## src/rtl/htiming_pkg.sv

```systemverilog
package htiming_pkg;

  localparam int BEND_W   = 8;  // widest blanking end code
  localparam int SEND_W   = 5;  // sync end code width
  localparam int DLY_W    = 2;  // sync delay code width

  // Bits of the blanking end code that take part in the compare.
  function automatic logic [BEND_W-1:0] blank_end_mask(input logic ext);
    return ext ? 8'hFF : 8'h3F;
  endfunction

endpackage

```

## src/rtl/htiming_counter.sv

```systemverilog
module htiming_counter #(
  parameter int CNT_W = 9
) (
  input  logic             clk,
  input  logic             rst,
  input  logic [CNT_W-1:0] total,
  output logic [CNT_W-1:0] cnt
);

  always_ff @(posedge clk) begin
    if (rst)               cnt <= '0;
    else if (cnt == total) cnt <= '0;
    else                   cnt <= cnt + 1'b1;
  end

endmodule

```

## src/rtl/htiming_window.sv

```systemverilog
// Start on a full-width match, stop on a masked low-bit match seen
// only while the window is already open.
module htiming_window #(
  parameter int CNT_W = 9,
  parameter int END_W = 8
) (
  input  logic             clk,
  input  logic             rst,
  input  logic [CNT_W-1:0] cnt,
  input  logic [CNT_W-1:0] start,
  input  logic [END_W-1:0] end_val,
  input  logic [END_W-1:0] end_mask,
  output logic             active
);

  logic end_hit;

  assign end_hit = (((cnt[END_W-1:0] ^ end_val) & end_mask) == '0);

  always_ff @(posedge clk) begin
    if (rst) begin
      active <= 1'b0;
    end else if (active) begin
      if (end_hit) active <= 1'b0;
    end else if (cnt == start) begin
      active <= 1'b1;
    end
  end

endmodule

```

## src/rtl/htiming_delay.sv

```systemverilog
// Shift line with a selectable tap; the output is registered.
module htiming_delay #(
  parameter int SEL_W = 2
) (
  input  logic             clk,
  input  logic             rst,
  input  logic             din,
  input  logic [SEL_W-1:0] sel,
  output logic             dout
);

  localparam int NTAP   = 1 << SEL_W;
  localparam int STAGES = NTAP - 1;

  logic [STAGES-1:0] pipe;
  logic [NTAP-1:0]   taps;

  always_comb begin
    taps[0] = din;
    for (int i = 1; i < NTAP; i++) taps[i] = pipe[i-1];
  end

  always_ff @(posedge clk) begin
    if (rst) begin
      pipe <= '0;
      dout <= 1'b0;
    end else begin
      pipe[0] <= din;
      for (int i = 1; i < STAGES; i++) pipe[i] <= pipe[i-1];
      dout <= taps[sel];
    end
  end

endmodule

```

## src/rtl/htiming_gen.sv

```systemverilog
module htiming_gen #(
  parameter int CNT_W = 9
) (
  input  logic             clk,
  input  logic             rst,
  input  logic [CNT_W-1:0] h_total,
  input  logic [CNT_W-1:0] blank_start,
  input  logic [4:0]       blank_end_lo,
  input  logic [1:0]       blank_end_hi,
  input  logic             ext_mode,
  input  logic [CNT_W-1:0] sync_start,
  input  logic [7:0]       sync_ctl,
  output logic [CNT_W-1:0] hcount,
  output logic             hblank,
  output logic             hsync
);

  import htiming_pkg::*;

  logic [BEND_W-1:0] blank_end_val;
  logic [BEND_W-1:0] blank_mask;
  logic              blank_raw;
  logic              sync_raw;

  assign blank_end_val = {blank_end_hi, sync_ctl[7], blank_end_lo};
  assign blank_mask    = blank_end_mask(ext_mode);

  htiming_counter #(.CNT_W(CNT_W)) u_cnt (
    .clk   (clk),
    .rst   (rst),
    .total (h_total),
    .cnt   (hcount)
  );

  htiming_window #(.CNT_W(CNT_W), .END_W(BEND_W)) u_blank (
    .clk      (clk),
    .rst      (rst),
    .cnt      (hcount),
    .start    (blank_start),
    .end_val  (blank_end_val),
    .end_mask (blank_mask),
    .active   (blank_raw)
  );

  htiming_window #(.CNT_W(CNT_W), .END_W(SEND_W)) u_sync (
    .clk      (clk),
    .rst      (rst),
    .cnt      (hcount),
    .start    (sync_start),
    .end_val  (sync_ctl[4:0]),
    .end_mask ({SEND_W{1'b1}}),
    .active   (sync_raw)
  );

  htiming_delay #(.SEL_W(DLY_W)) u_dly (
    .clk  (clk),
    .rst  (rst),
    .din  (sync_raw),
    .sel  (sync_ctl[6:5]),
    .dout (hsync)
  );

  // Matches the one register in the sync tap path.
  always_ff @(posedge clk) begin
    if (rst) hblank <= 1'b0;
    else     hblank <= blank_raw;
  end

endmodule

```

## config.mk

```make
export PLATFORM = sky130hd
export DESIGN_NAME = htiming_gen
export DESIGN_NICKNAME = d
export VERILOG_FILES = /design/src/rtl/htiming_pkg.sv /design/src/rtl/htiming_counter.sv /design/src/rtl/htiming_window.sv /design/src/rtl/htiming_delay.sv /design/src/rtl/htiming_gen.sv
export SDC_FILE = /design/constraint.sdc
export NUM_CORES = 1
export LEC_CHECK = 0
export ABC_CLOCK_PERIOD_IN_PS = 1900
export BUFFER_PORTS_ARGS = -buffer_cell sky130_fd_sc_hd__buf_2
export CORE_MARGIN = 8
export CORE_UTILIZATION = 35
export CTS_BUF_LIST = sky130_fd_sc_hd__clkbuf_8 sky130_fd_sc_hd__clkbuf_16
export DETAILED_ROUTE_END_ITERATION = 12
export PLACE_DENSITY = 0.61
export SLEW_MARGIN = 30
export SYNTH_ARGS = -nofsm -noshare
export SYNTH_HDL_FRONTEND = slang
export SYNTH_SLANG_ARGS = --single-unit
```

## constraint.sdc

```tcl
create_clock -name clk -period 1.9 [get_ports clk]
set_clock_uncertainty 0.1 [all_clocks]
set_input_delay 0.095 -clock clk [delete_from_list [all_inputs] [get_ports clk]]
set_output_delay 0.095 -clock clk [all_outputs]
set_load 0.005 [all_outputs]
```

**Word-level counts from Yosys, hierarchy flattened**

Cells that the tools add are included.

- Bits in registers: 16
- Input port bits: 45
- Output and inout port bits: 11
- Word-level logic and storage cells: 26

- Add/subtract/negate cells: 1
- Magnitude comparators: 1
- Eq/ne operators: 3
- Muxes and demuxes: 9
- Bitwise operators: 3
- Reductions and logical operators: 3

Operators by type and width:

| cell | count |
|---|---|
| equality test 9 bit | 3 |
| adder 9 x 1 -> 9 bit, second input constant | 1 |
| AND 8 bit | 1 |
| logical NOT 8 bit | 1 |
| two-way mux 8 bit | 1 |
| XOR 8 bit | 1 |
| two-way mux 1 bit | 7 |
| logical NOT 5 bit | 1 |
| XOR 5 bit | 1 |
| < comparator 2 x 3 -> 1 bit, second input constant | 1 |
| binary-select mux 1 bit (select 2 bit) | 1 |
| OR reduction 2 bit | 1 |

**Longest topological paths before layout**

- Depth in word-level cells: 5
- Mapped depth: 5
- Depth with buffers taken out: 5

**Cells and area by module**

From an unflattened synthesis, not the netlist that was laid out.

- Cell total of the unflattened synthesis: 113
- Area, all modules: 1071.0 um^2

Modules (own cells, without submodules):

| module | times used | cells an instance | area an instance (um^2) | sequential area each (um^2) |
|---|---|---|---|---|
| htiming_counter | 1 | 51 | 461.7 | 180.2 |
| htiming_window at u_blank | 1 | 27 | 240.2 | 20.0 |
| htiming_window at u_sync | 1 | 23 | 196.4 | 20.0 |
| htiming_delay | 1 | 9 | 135.1 | 80.1 |
| htiming_gen | 1 | 3 | 37.5 | 20.0 |

**Least setup slack after synthesis**

OpenSTA, ideal clock, no wires.

- Path type: flip-flop to flip-flop
- Start: reg u_cnt.cnt[8]
- End: reg u_cnt.cnt[2]
- Setup time: 0.135 ns
- Arrival time: 1.273 ns
- Required time: 1.665 ns
- Slack: 0.393 ns
- Stages on the path, launching flop included: 6
- Path buffers: 1
- Period minus slack after synthesis: 1.507 ns
- Path through: dfxtp_1 clkbuf_1 xnor2_1 nand4_1 o41ai_4 nor2_1

- Cells in the longest elaborated chain, start to end: 2

RTL lines:

| what | line | source |
|---|---|---|
| start, declared | htiming_counter.sv:7 | `output logic [CNT_W-1:0] cnt` |
| start signal, assigned | htiming_counter.sv:13 | `else cnt <= cnt + 1'b1;` |
| equality test 9 bit | htiming_counter.sv:12 | `else if (cnt == total) cnt <= '0;` |
| OR reduction 2 bit (no line) | - |  |

Every way passes these cells.
A chain may end at the register's enable or synchronous reset.

**Final worst setup path**

- Start: reg u_cnt.cnt[1]
- End: reg u_cnt.cnt[2]

- Cells in the longest elaborated chain, start to end: 2

RTL lines:

| what |
|---|
| branches (longest 2 deep; another with adder 9 x 1 -> 9 bit) |

Several ways; the timed one is not identified.

==> reports/results.ini <==
[outcome]
status = complete, no violations

[place]
dp_slack_ns = 0.267
gp_congestion = 0.889
dpl-instance-area_sq_um = 1470
dp_cells = 217
dp_hpwl_mm = 2.87
portBuffers = 55

[cells_and_area]
nNetsFinal = 225
utilization_pct = 49.3
area_growth_pct = 33.9
fillCellCount = 323
layout-drive-gt1-share_pct = 41.8
diodes = 0
fin_area_sq_um = 1520
layout_common_cells = buf_2 (55), xnor2_1 (27), xor2_1 (17), dfxtp_1 (16), nor2_1 (12)
final_common_cell = buf_2
fin_cells = 221

[clock_tree]
cts_hold_buf = 1
cts_tree = built
cts_setup_buffers = 0
clk-insertion-delay-late_ns = 0.25
cts_resized = 0
cts_root_buffer = clkbuf_8
cts_buffers = 3
clk_path_buf_depth = 2
htreeDepth = 1
cts.sinks = 16
clk_pin_slew_ns = 0.06

[floorplanning]
core-area_sq_um = 3080
start_util_pct = 36.8
fp.dieArea_sq_um = 5310
dieHeight_microns = 72.9
fp.dieW_microns = 72.9
rows = 20
io_pins = 56

[worst_setup_path]
crit_type = reg -> reg
worstPathMaxFanout = 9
worstSetupEndpointType = register
cp.arrival_ns = 1.64
path_cells = xor2_1, o41ai_4, nor2_1
crit_family = compound AO/OA/AOI/OAI gates
critPathSlowestCell = o41ai_4
startpoint_type = register
ff2ff_setup_slack_ns = 0.28
crit_required_ns = 1.92
worst-path-buf-inv = 0
slowest_delay_ns = 0.57

[timing]
relSlewSlack_pct = 65.4
finalHoldViolCount = 0
postLayoutSetupSlackWorst_ns = 0.280
drv_slew = 0
min_period_over_period_pct = 85.3
holdWs_ns = 0.0669
rsz0062_at_grt = false
finalSetupTns_ns = 0
fin_crit_ns = 1.62
worstMarginPinSlew_ns = 0.517
max_freq_mhz = 617
setup_viol = 0

[synth]
netlist_instances = 117
yosysWarningCount = 0
yosys.area.top_type = dfxtp_1
synth-seq-cells = 16
synth.area.top_cells = dfxtp_1 (28%), xnor2_1 (21%), xor2_1 (13%), xnor2_4 (4.9%), nor2_1 (4.0%)
syn_nets = 163
syn-cell-area_sq_um = 1130
avgSynthCellArea_sq_um = 9.68
synth_top_area_share_pct = 28.3
synth_cell_types = 27
synth-seq-area-share_pct = 28.3

[drt]
routed_wirelength_mm = 3.33
drt_iter0_drc = 34
viasPerCell = 4.45
routedWlPerCell_microns = 15.1
antenna_left = 0
dr.pass1.iters = 4
drc_errors = 0
vias = 984

[min_path]
hold_path_class = in -> reg

[power]
leakage_nw = 0.685
power_uw = 792
ir_worst_vdd_uv = 408
p_per_area_nw_per_um2 = 522

[global_route]
antenna_found_initial = 0
grt_pass1_wl_mm = 5.36
grt_start_max_net_pins = 10
gr-total-overflow = 0
track_usage_pct = 12.9
grt_pass1_vias = 1155

[job]
cap_violations = 0

==> registers in the layout (all words and copies together) (netlist names) <==
name,count
u_cnt.cnt,9
u_dly.pipe,3
hblank,1
u_blank.active,1
u_dly.dout,1
u_sync.active,1
==> power by group <==
part	leakage [nW]	internal, mW	switching, mW	total (mW)
sequential	0.129	0.341	0.0133	0.355
combinational	0.534	0.101	0.0778	0.179
clock	0.0216	0.141	0.118	0.259
==> layer usage <==
metal	GRT usage [%]	vias up	share of wire [%]
met5	0	-	0
met4	1.11	0	1.2
met3	6.46	4	8.9
met2	23.6	36	51
met1	13.3	443	39
li1	-	501	-
==> synthesized netlist by cell type <==
cell      instances
o31ai_1           1
nand3_2           1
buf_2             1
nand4_1           6
clkbuf_1          1
dfxtp_1          16
xnor2_4           2
xnor2_1          27
inv_1             4
buf_6             3
nor2b_1           4
nor2_1           12
or4_1             1
buf_4             4
ha_1              1
o41ai_4           1
nor3_1            1
o21ai_1           1
a22o_1            1
nand3_1           4
nor4_1            3
o21ai_0           1
mux4_2            1
xnor2_2           1
xor2_1           17
and2_1            1
nand2_1           1
==> cells by family after synthesis <==
group	synth area share, %
multiplexers	1.99
AND/OR/NAND/NOR	15.8
XOR/XNOR	40.3
flip-flops	28.3
buffers and inverters	7.73
AO/OA/AOI/OAI	4.75
adder cells (fa/ha/maj)	1.10
==> final timing paths <==
path / start / to / cells past startpoint
max: u_cnt.cnt[1] / u_cnt.cnt[2] / 3
min: sync_start[5] / u_sync.active / 4
max reg2reg: u_cnt.cnt[1] / u_cnt.cnt[2] / 3
min reg2reg: u_dly.pipe[1] / u_dly.pipe[2] / 1
==> tightest hold or removal path, stage by stage <==
cell and delay [ns]:
buf_2 0.08, xnor2_1 0.05, nand4_1 0.09, o21ai_1 0.06
==> final cells by class <==
| class | instances | area [sq um] | area share (%) |
|---|---|---|---|
| flip-flops and latches | 16 | 320 | 21.1 |
| well taps | 44 | 55.1 | 3.63 |
| clock buffers | 3 | 41.3 | 2.72 |
| inverters | 4 | 15.0 | 0.990 |
| multi-input cells | 88 | 724 | 47.8 |
| repair buffers | 66 | 360 | 23.8 |
Note: power is estimated with default switching activity, not from simulation.
